--- src/rtl/jsp_pkg.sv ---
package jsp_pkg;
  localparam int FRAME_BITS = 72;
  localparam int SLOTS      = 8;
  localparam int BYTE_W     = 8;
  localparam int NIB_W      = 4;
  localparam int HDR_W      = 2 * NIB_W;

  typedef struct packed {
    logic load;      // capture returned frame and counts
    logic outShift;  // advance returned stream
    logic inShift;   // accept one host frame bit
    logic commit;    // move bytes between FIFOs and frame
  } jspStrobes_t;

  typedef enum logic [1:0] {
    ST_IDLE,
    ST_HUNT,
    ST_RECV,
    ST_DONE
  } jspState_e;
endpackage

--- src/rtl/jsp_ctrl.sv ---
module jsp_ctrl import jsp_pkg::*; #(
  parameter int FRAME = FRAME_BITS,
  parameter int CW    = $clog2(FRAME + 1)
) (
  input  logic        clk,
  input  logic        rstN,
  input  logic        captureDr,
  input  logic        shiftDr,
  input  logic        updateDr,
  input  logic        tdi,
  input  logic        chainMode,
  output jspStrobes_t strobes
);
  jspState_e      state;
  logic [CW-1:0]  bitCnt;
  logic           doShift;
  logic           doUpdate;

  // capture outranks shift, shift outranks update
  assign doShift  = shiftDr && !captureDr;
  assign doUpdate = updateDr && !captureDr && !shiftDr;

  always_comb begin
    strobes          = '0;
    strobes.load     = captureDr;
    strobes.outShift = doShift;
    strobes.inShift  = doShift && (state == ST_RECV);
    strobes.commit   = doUpdate && (state == ST_DONE);
  end

  always_ff @(posedge clk) begin
    if (!rstN) begin
      state  <= ST_IDLE;
      bitCnt <= '0;
    end else if (captureDr) begin
      state  <= chainMode ? ST_HUNT : ST_RECV;
      bitCnt <= '0;
    end else if (doShift) begin
      case (state)
        ST_HUNT: if (tdi) state <= ST_RECV;
        ST_RECV: begin
          bitCnt <= bitCnt + 1'b1;
          if (bitCnt == CW'(FRAME - 1)) state <= ST_DONE;
        end
        default: ;
      endcase
    end else if (doUpdate) begin
      state <= ST_IDLE;
    end
  end

  AST_COMMIT_ONCE: assert property (@(posedge clk) disable iff (!rstN)
    strobes.commit |=> !strobes.commit);

endmodule

--- src/rtl/jsp_fifo.sv ---
module jsp_fifo #(
  parameter int DEPTH = 8,
  parameter int W     = 8,
  parameter int BULK  = 8,
  parameter int PEEK  = 8,
  parameter int NW    = 4,
  parameter int AW    = $clog2(DEPTH),
  parameter int CW    = $clog2(DEPTH + 1)
) (
  input  logic                    clk,
  input  logic                    rstN,
  input  logic                    oneWr,
  input  logic [W-1:0]            oneData,
  input  logic [NW-1:0]           bulkWrN,
  input  logic [BULK-1:0][W-1:0]  bulkData,
  input  logic                    oneRd,
  input  logic [NW-1:0]           bulkRdN,
  output logic [CW-1:0]           count,
  output logic [PEEK-1:0][W-1:0]  peek
);
  logic [W-1:0]  mem [DEPTH];
  logic [AW-1:0] wrPtr;
  logic [AW-1:0] rdPtr;

  // bulk and single writes never meet in one instance
  always_ff @(posedge clk) begin
    for (int i = 0; i < BULK; i++) begin
      if (NW'(i) < bulkWrN) mem[wrPtr + AW'(i)] <= bulkData[i];
    end
    if (oneWr) mem[wrPtr] <= oneData;
  end

  always_ff @(posedge clk) begin
    if (!rstN) begin
      wrPtr <= '0;
      rdPtr <= '0;
      count <= '0;
    end else begin
      wrPtr <= wrPtr + AW'(bulkWrN) + AW'(oneWr);
      rdPtr <= rdPtr + AW'(bulkRdN) + AW'(oneRd);
      count <= count + CW'(bulkWrN) + CW'(oneWr) - CW'(bulkRdN) - CW'(oneRd);
    end
  end

  always_comb begin
    for (int i = 0; i < PEEK; i++) peek[i] = mem[rdPtr + AW'(i)];
  end

  AST_NO_OVERFLOW: assert property (@(posedge clk) disable iff (!rstN)
    (int'(count) + int'(bulkWrN) + int'(oneWr)) <= (DEPTH + int'(bulkRdN) + int'(oneRd)));

  AST_NO_UNDERFLOW: assert property (@(posedge clk) disable iff (!rstN)
    (int'(bulkRdN) + int'(oneRd)) <= int'(count));

endmodule

--- src/rtl/jsp_datapath.sv ---
module jsp_datapath import jsp_pkg::*; #(
  parameter int DEPTH = 8,
  parameter int CW    = $clog2(DEPTH + 1)
) (
  input  logic                         clk,
  input  logic                         rstN,
  input  jspStrobes_t                  strobes,
  input  logic                         tdi,
  output logic                         tdo,
  input  logic [CW-1:0]                upCount,
  input  logic [SLOTS-1:0][BYTE_W-1:0] upPeek,
  input  logic [CW-1:0]                dnCount,
  output logic [NIB_W-1:0]             popN,
  output logic [NIB_W-1:0]             pushN,
  output logic [SLOTS-1:0][BYTE_W-1:0] pushData
);
  localparam int IN_W = FRAME_BITS - NIB_W;  // host low nibble is never stored

  logic [FRAME_BITS-1:0] outReg;
  logic [FRAME_BITS-1:0] loadVal;
  logic [IN_W-1:0]       inReg;
  logic [NIB_W-1:0]      availNow, freeNow;
  logic [NIB_W-1:0]      availCap, freeCap;
  logic [NIB_W-1:0]      hostCnt, hostClamp, acceptN;

  function automatic logic [NIB_W-1:0] satNib(input int v);
    if (v > SLOTS) return NIB_W'(SLOTS);
    return NIB_W'(v);
  endfunction

  always_comb begin
    availNow = satNib(int'(upCount));
    freeNow  = satNib(DEPTH - int'(dnCount));
  end

  always_comb begin
    loadVal                    = '0;
    loadVal[NIB_W-1:0]         = freeNow;
    loadVal[HDR_W-1:NIB_W]     = availNow;
    for (int k = 0; k < SLOTS; k++) begin
      if (NIB_W'(k) < availNow) loadVal[HDR_W + k*BYTE_W +: BYTE_W] = upPeek[k];
    end
  end

  always_ff @(posedge clk) begin
    if (!rstN) begin
      outReg   <= '0;
      availCap <= '0;
      freeCap  <= '0;
    end else if (strobes.load) begin
      outReg   <= loadVal;
      availCap <= availNow;
      freeCap  <= freeNow;
    end else if (strobes.outShift) begin
      outReg <= {1'b0, outReg[FRAME_BITS-1:1]};
    end
  end

  always_ff @(posedge clk) begin
    if (!rstN) inReg <= '0;
    else if (strobes.inShift) inReg <= {tdi, inReg[IN_W-1:1]};
  end

  assign tdo = outReg[0];

  always_comb begin
    hostCnt   = inReg[NIB_W-1:0];
    hostClamp = (hostCnt > NIB_W'(SLOTS)) ? NIB_W'(SLOTS) : hostCnt;
    acceptN   = (hostClamp < freeCap) ? hostClamp : freeCap;
    pushN     = strobes.commit ? acceptN  : '0;
    popN      = strobes.commit ? availCap : '0;
    for (int k = 0; k < SLOTS; k++) pushData[k] = inReg[NIB_W + k*BYTE_W +: BYTE_W];
  end

  AST_PUSH_FITS: assert property (@(posedge clk) disable iff (!rstN)
    strobes.commit |-> (int'(pushN) + int'(dnCount)) <= DEPTH);

  AST_POP_HELD: assert property (@(posedge clk) disable iff (!rstN)
    strobes.commit |-> popN <= upCount);

  AST_HDR_SATURATE: assert property (@(posedge clk) disable iff (!rstN)
    strobes.load |=> (outReg[HDR_W-1:NIB_W] <= NIB_W'(SLOTS)) && (outReg[NIB_W-1:0] <= NIB_W'(SLOTS)));

endmodule

--- src/rtl/dbg_stream_port.sv ---
module dbg_stream_port import jsp_pkg::*; #(
  parameter int DEPTH = 8
) (
  input  logic       clk,
  input  logic       rstN,
  input  logic       captureDr,
  input  logic       shiftDr,
  input  logic       updateDr,
  input  logic       tdi,
  input  logic       chainMode,
  output logic       tdo,
  input  logic       upValid,
  input  logic [7:0] upData,
  output logic       upReady,
  output logic       dnValid,
  output logic [7:0] dnData,
  input  logic       dnReady
);
  localparam int CW = $clog2(DEPTH + 1);

  jspStrobes_t                  strobes;
  logic [CW-1:0]                upCount, dnCount;
  logic [SLOTS-1:0][BYTE_W-1:0] upPeek;
  logic [0:0][BYTE_W-1:0]       dnPeek;
  logic [NIB_W-1:0]             popN, pushN;
  logic [SLOTS-1:0][BYTE_W-1:0] pushData;

  assign upReady = (upCount < CW'(DEPTH));
  assign dnValid = (dnCount != '0);
  assign dnData  = dnPeek[0];

  jsp_ctrl uCtrl (
    .clk(clk), .rstN(rstN), .captureDr(captureDr), .shiftDr(shiftDr),
    .updateDr(updateDr), .tdi(tdi), .chainMode(chainMode), .strobes(strobes)
  );

  jsp_datapath #(.DEPTH(DEPTH)) uDp (
    .clk(clk), .rstN(rstN), .strobes(strobes), .tdi(tdi), .tdo(tdo),
    .upCount(upCount), .upPeek(upPeek), .dnCount(dnCount),
    .popN(popN), .pushN(pushN), .pushData(pushData)
  );

  jsp_fifo #(.DEPTH(DEPTH), .W(BYTE_W), .BULK(SLOTS), .PEEK(SLOTS), .NW(NIB_W)) uUpFifo (
    .clk(clk), .rstN(rstN),
    .oneWr(upValid && upReady), .oneData(upData),
    .bulkWrN('0), .bulkData('0),
    .oneRd(1'b0), .bulkRdN(popN),
    .count(upCount), .peek(upPeek)
  );

  jsp_fifo #(.DEPTH(DEPTH), .W(BYTE_W), .BULK(SLOTS), .PEEK(1), .NW(NIB_W)) uDnFifo (
    .clk(clk), .rstN(rstN),
    .oneWr(1'b0), .oneData('0),
    .bulkWrN(pushN), .bulkData(pushData),
    .oneRd(dnValid && dnReady), .bulkRdN('0),
    .count(dnCount), .peek(dnPeek)
  );

  AST_DN_HOLD: assert property (@(posedge clk) disable iff (!rstN)
    (dnValid && !dnReady) |=> (dnValid && $stable(dnData)));

endmodule

--- config.mk ---
export PLATFORM = sky130hd
export DESIGN_NAME = dbg_stream_port
export DESIGN_NICKNAME = d
export VERILOG_FILES = /design/src/rtl/jsp_pkg.sv /design/src/rtl/jsp_ctrl.sv /design/src/rtl/jsp_fifo.sv /design/src/rtl/jsp_datapath.sv /design/src/rtl/dbg_stream_port.sv
export SDC_FILE = /design/constraint.sdc
export NUM_CORES = 1
export LEC_CHECK = 0
export CAP_MARGIN = 20
export CORE_UTILIZATION = 51
export DETAILED_ROUTE_END_ITERATION = 8
export GPL_TIMING_DRIVEN = 0
export PLACE_DENSITY = 0.71
export SLEW_MARGIN = 10
export SYNTH_ARGS = -nofsm -noshare
export SYNTH_HDL_FRONTEND = slang
export SYNTH_SLANG_ARGS = --single-unit
--- constraint.sdc ---
create_clock -name clk -period 3.1 [get_ports clk]
set_input_delay 0.62 -clock clk [delete_from_list [all_inputs] [get_ports clk]]
set_output_delay 0.62 -clock clk [all_outputs]
set_load 0.005 [all_outputs]
After elaboration in Yosys (flattened, before gate mapping)
Memory sizes are Yosys's and may differ from the RTL's. A register that Yosys moved wholly into a read port is not among the register bits.
Cells that the tools add are included.
- register bits after elaboration: 177
- bits in latches: 0
- RAM bits: 128
- bits in read-only memories: 0
- bits of input ports: 17
- output and inout port bits: 11
- logic and storage cells: 129
- memories: 2
- add/sub/neg operators: 24
- multiply operators: 0
- div/mod/pow operators: 0
- $lt $le $gt $ge: 21
- eq/ne operators: 7
- shift-type cells: 0
- mux-type cells: 47
- bitwise logic cells: 1
- reductions and logical operators: 15
- memories (memory ; depth ; width ; read ports ; clocked after memory_dff ; write ports ; line ; RTL):
    uDnFifo.mem ; 8 ; 8 ; 1 ; 1 ; 8 ; jsp_fifo.sv:21 ; logic [W-1:0] mem [DEPTH];
    uUpFifo.mem ; 8 ; 8 ; 8 ; 1 ; 1 ; jsp_fifo.sv:21 ;
- operators with widths (kind ; count):
    72-bit 2-to-1 mux ; 2
    8-bit 2-to-1 mux ; 8
    32-bit by 5-bit greater-than comparator with 1-bit output (second input constant) ; 1
    3-bit by 4-bit less-than comparator with 1-bit output (first input constant) ; 8
    4-bit 2-to-1 mux ; 8
    3-bit adder (second input constant) ; 8
    1-bit 2-to-1 mux ; 20
    1-bit by 4-bit less-than comparator with 1-bit output (first input constant) ; 4
    2-bit by 4-bit less-than comparator with 1-bit output (first input constant) ; 4
    3-bit by 2-bit adder with 3-bit output (second input constant) ; 4
    2-bit 2-to-1 mux ; 6
    4-bit != test (second input constant) ; 3
    4-bit greater-than comparator (second input constant) ; 2
    7-bit by 1-bit adder with 7-bit output (second input constant) ; 1
    7-bit equality test (second input constant) ; 1
    1-bit logical AND ; 7
    3-bit by 1-bit adder with 3-bit output ; 2
    3-bit by 1-bit adder with 3-bit output (second input constant) ; 2
    3-bit adder ; 2
    3-bit 2-to-1 mux ; 2
    4-bit by 4-bit subtractor with 5-bit output (first input constant) ; 1
    4-bit by 1-bit adder with 4-bit output ; 1
    4-bit adder ; 1
    2-bit equality test (second input constant) ; 2
    other kinds (14) ; 15

Depth between registers and ports, before layout
- word-level depth: 8
- mapped depth: 15

Hierarchy
From an unflattened synthesis, not the netlist that was laid out.
- cell total of the unflattened synthesis: 2969
- area total of the unflattened synthesis: 25167.9 µm²
- by module, submodules not included (module ; instances ; cells an instance ; area each (µm²)):
    jsp_fifo (uUpFifo) ; 1 ; 1207 ; 9903.2
    jsp_fifo (uDnFifo) ; 1 ; 965 ; 8010.2
    jsp_datapath ; 1 ; 735 ; 6716.4
    jsp_ctrl ; 1 ; 57 ; 505.5
    dbg_stream_port ; 1 ; 5 ; 32.5

Worst setup path after synthesis
Ideal clock, no wire load.
- path kind: register to register
- from: register uUpFifo.rdPtr[1]
- to: register uDp.outReg[38]
- data arrival time: 3.262 ns
- data required time: 2.985 ns
- path slack: -0.277 ns
- cell stages (with the launch flop): 11
- buffers on the path: 4
- clock period less this slack: 3.377 ns
- cell sequence: dfxtp_1 -> clkbuf_1 -> clkbuf_1 -> clkbuf_1 -> inv_1 -> ha_1 -> xnor2_1 -> clkbuf_1 -> mux2i_1 -> o22ai_1 -> and2_1
- word-level cells in the longest chain between the ends: 4
- RTL lines (item ; line ; RTL):
    start: declaration ; jsp_fifo.sv:23 ; logic [AW-1:0] rdPtr;
    start signal: assignment ; jsp_fifo.sv:40 ; rdPtr <= rdPtr + AW'(bulkRdN) + AW'(oneRd);
    3-bit by 2-bit adder with 3-bit output ; jsp_fifo.sv:46 ; for (int i = 0; i < PEEK; i++) peek[i] = mem[rdPtr + AW'(i)];
    memory read 8 x 8 bit ; n/a ;
    8-bit 2-to-1 mux ; jsp_datapath.sv:41 ; if (NIB_W'(k) < availNow) loadVal[HDR_W + k*BYTE_W +: BYTE_W] = upPeek[k];
    72-bit 2-to-1 mux ; jsp_datapath.sv:50 ; end else if (strobes.load) begin
    end signal: assignment ; jsp_datapath.sv:51 ; outReg <= loadVal;
    end signal: assignment ; jsp_datapath.sv:55 ; outReg <= {1'b0, outReg[FRAME_BITS-1:1]};
    end: declaration ; jsp_datapath.sv:19 ; logic [FRAME_BITS-1:0] outReg;
No other way between the ends.
A chain may end at the register's enable or synchronous reset.

==> flow_summary_export.csv <==
group,metric,value,unit
outcome,status,"finished with violations",
outcome,violations,"design-rule violations, negative setup slack",
setup_path,critPathRequiredTime,3.36,ns
logic_synthesis,synth_area_leaders,"edfxtp_1 (19%), dfxtp_1 (18%), mux2i_1 (9.3%)",
setup_path,end_kind,"register",
logic_synthesis,synth.yosys.seq_area_share,37.3,%
grt,use_met2,69.7,%
floorplan,die_x,199,um
setup_path,path_class,"register to register",
timing,tightest_slew,1.24,ns
logic_synthesis,ys_warn_count,0,
timing,fmax,0.284,GHz
setup_path,critical_path.startpoint_type,"register",
logic_synthesis,ys.flop_type,"dfxtp_1",
floorplan,dieArea,39600,um2
logic_synthesis,synth_area,19800,um2
layout,fin_util,67.8,%
pwr,peakVddDrop,0.000579,V
layout,fin_nets,2290,
job,maxCapViolations,0,
grt,antenna_found_initial,2,
floorplan,dieHeight,199,um
clock_network,cts_buffer_depth,3,
timing,fin_crit_sh,114,%
setup_path,crit_arrival,3.78,ns
detailed_routing,routedWlPerCell,31.9,um
pwr,power.density,429,nW/um2
timing,drv_slew,0,
worst_hold_path,hold_path_class,"input port to register",
grt,grt_pass1_wl,123000,um
floorplan,coreArea,37900,um2
grt,grt.busiest_layer,"met2",
logic_synthesis,yosysTopAreaCell,"edfxtp_1",
layout,area_delta_synth_final,30.1,%
logic_synthesis,syn_area_per_cell,10.0,um2
setup_path,crit_top_cell,"buf_6",
timing,relSlewSlack,17.7,%
setup_path,r2r-start,"uDp.freeCap[2]",
grt,grt_usage,43.8,%
logic_synthesis,synth-edff-count,128,
setup_path,path_cells,"inv_2 -> ha_4 -> o211ai_4 -> a31oi_4 -> buf_6 -> a2111oi_4 -> buf_6 -> buf_12 -> o211ai_4 -> buf_6 -> mux2i_1 -> nand2_1 -> o211ai_1 -> a31oi_2",
setup_path,cp_num_buf_inv,5,
logic_synthesis,synth_top_cell_area_share,19.4,%
logic_synthesis,ys_async_sr_fraction,0,%
detailed_routing,drtIter0Drc,2672,
timing,min_period,3.52,ns
setup_path,cp_slowest_cell,"o211ai_1",
clock_network,insertion_delay,0.57,ns
setup_path,cpLargestDelayFamily,"compound AO/OA/AOI/OAI gates",
grt,use_met3,9.14,%
clock_network,htreeDepth,2,
setup_path,path_max_fanout,6,
worst_hold_path,hp-start,"rstN",
timing,finClkSkew,0.0308,ns
clock_network,cts_tree,"built",
logic_synthesis,synthDistinctLibCells,91,
detailed_routing,drc_errors,10,
detailed_routing,viasPerCell,6.94,
clock_network,clockRootBuffer,"clkbuf_16",
timing,hold_violations,0,
floorplan,io_pins,28,
clock_network,cts.clk_slew.worst_paths,0.06,ns
grt,grt-ovfl-total,0,
floorplan,initial_core_util,52.1,%
logic_synthesis,synth_common_cells,"nand2_1 (274), mux2i_1 (183), dfxtp_1 (177)",
timing,grt_setup_unrepaired,"true",
grt,grt_pass1_vias,18000,
clock_network,cts.sinks,305,
pwr,leakagePower,0.00962,uW
clock_network,numCtsBuffers,35,
detailed_routing,antenna_left,0,
timing,setup_viol,128,
layout,drive_gt1_share,29.7,%
layout,fillers,2852,
detailed_routing,num_vias,19300,
placement,place_hpwl,61900,um
detailed_routing,drt_first_pass_iters,9,
timing,setup_slack,-0.424,ns
placement,portBuffers,26,
logic_synthesis,synth-seq-cells,305,
placement,gp_routability_congestion,1.12,
logic_synthesis,synth_fp_nets,2027,
setup_path,startpoint,"uDp.freeCap[2]",
clock_network,cts_hold_buffers,0,
grt,grt_max_degree,15,
detailed_routing,drt_wl_total,88600,um
logic_synthesis,syn_inst,1978,
logic_synthesis,yosysMostFrequentCell,"nand2_1",
setup_path,max_stage_delay,0.44,ns
floorplan,fp-row-count,71,
grt,met1_usage,50.3,%
pwr,finalPower,11000,uW
-- stage by stage --
stage	instances	setup TNS [ns]	setup slack (ns)	instance area, um2	hold slack, ns
2_1_floorplan	1978	0	0.00540	19800	0.449
3_3_place_gp	2515	-190.98	-1.66	20700	0.463
3_5_place_dp	2523	-182.21	-1.57	20800	0.475
4_1_cts	2676	-1.97	-0.111	24200	0.442
5_1_grt	2775	-22.01	-0.365	25700	0.466
6_report	2776	-20.56	-0.424	25700	0.448
-- worst register-to-register path, stage by stage (launching register included) --
cell       delay, ns
dfxtp_4         0.41
inv_2           0.09
ha_4            0.30
o211ai_4        0.11
a31oi_4         0.32
buf_6           0.16
a2111oi_4       0.03
buf_6           0.16
buf_12          0.13
o211ai_4        0.31
buf_6           0.23
mux2i_1         0.20
nand2_1         0.09
o211ai_1        0.44
a31oi_2         0.25
-- metal layers --
| layer | wire length, um | up-vias | part of all wire [%] |
|---|---|---|---|
| met5 | 13 | - | 0.015 |
| met1 | 30100 | 9403 | 34 |
| met2 | 40100 | 1410 | 45 |
| li1 | - | 8010 | - |
| met4 | 8900 | 2 | 10 |
| met3 | 9460 | 445 | 11 |
-- area by class of cell --
cell class / instances / area [um2] / area share, %
well taps: 511 / 639 / 2.49
clock inverters: 16 / 195 / 0.759
multi-input cells: 1454 / 13100 / 51.1
plain buffers: 181 / 1050 / 4.09
repair buffers: 232 / 2220 / 8.63
inverters: 32 / 121 / 0.472
flip-flops and latches: 305 / 7410 / 28.8
clock buffers: 44 / 951 / 3.70
diodes: 1 / 2.50 / 0.00973
-- timing repair --
action,4_1_cts,5_1_grt
gates cloned,4,3
resized for setup,316,183
buffers inserted,96,98
endpoints found under the setup margin,169,159
pin swaps,88,90
-- sequential cells by signal (all words and copies together), names as in the netlist, 4 cells and up --
name / count
uDnFifo.count: 4
uUpFifo.mem: 64
uDp.freeCap: 4
uCtrl.bitCnt: 7
uDp.availCap: 4
uDp.outReg: 72
uDp.inReg: 68
uDnFifo.mem: 64
uUpFifo.count: 4
-- final timing paths --
check / end / slack, ns / cells after the start
hold / removal: uDp.inReg[31] / 0.45 / 2
setup reg to reg: uDnFifo.mem[5][4] / -0.42 / 14
setup / recovery: uDnFifo.mem[5][4] / -0.42 / 14
hold reg to reg: uCtrl.bitCnt[1] / 0.48 / 2
-- layout by cell type (no fill, tap or decap), types with 12 or more instances in the layout --
master / instances
buf_1: 14
mux2i_4: 12
o21a_1: 14
o21ai_2: 15
dfxtp_1: 167
mux2i_1: 168
a22o_1: 19
clkbuf_2: 15
and2_1: 85
mux2_2: 19
o21ai_0: 31
o22ai_1: 85
buf_4: 136
clkdlybuf4s50_1: 17
inv_1: 28
mux4_2: 80
o211ai_1: 24
a211oi_4: 22
ha_1: 22
nand2_1: 265
nor2_1: 57
nor3_4: 13
nand3_1: 23
buf_6: 56
buf_12: 23
a21oi_1: 20
xnor2_1: 15
nor2_4: 13
a222oi_1: 30
nor2b_1: 17
clkbuf_1: 122
clkbuf_16: 39
nand4_1: 13
a21boi_0: 80
edfxtp_1: 128
-- report_power, final --
part,internal [uW],switching [uW]
logic,1110,1110
registers,4400,220
clock network,2450,1760
total,7960,3090
-- cell families after synthesis --
kind of cell	share of synthesized area [%]
AO/OA/AOI/OAI	19.9
adder cells (fa/ha/maj)	2.18
XOR/XNOR	1.28
multiplexers	20.0
buffers and inverters	4.57
flip-flops	37.3
AND/OR/NAND/NOR	14.7
No activity file was read; power rests on OpenSTA's default activity.
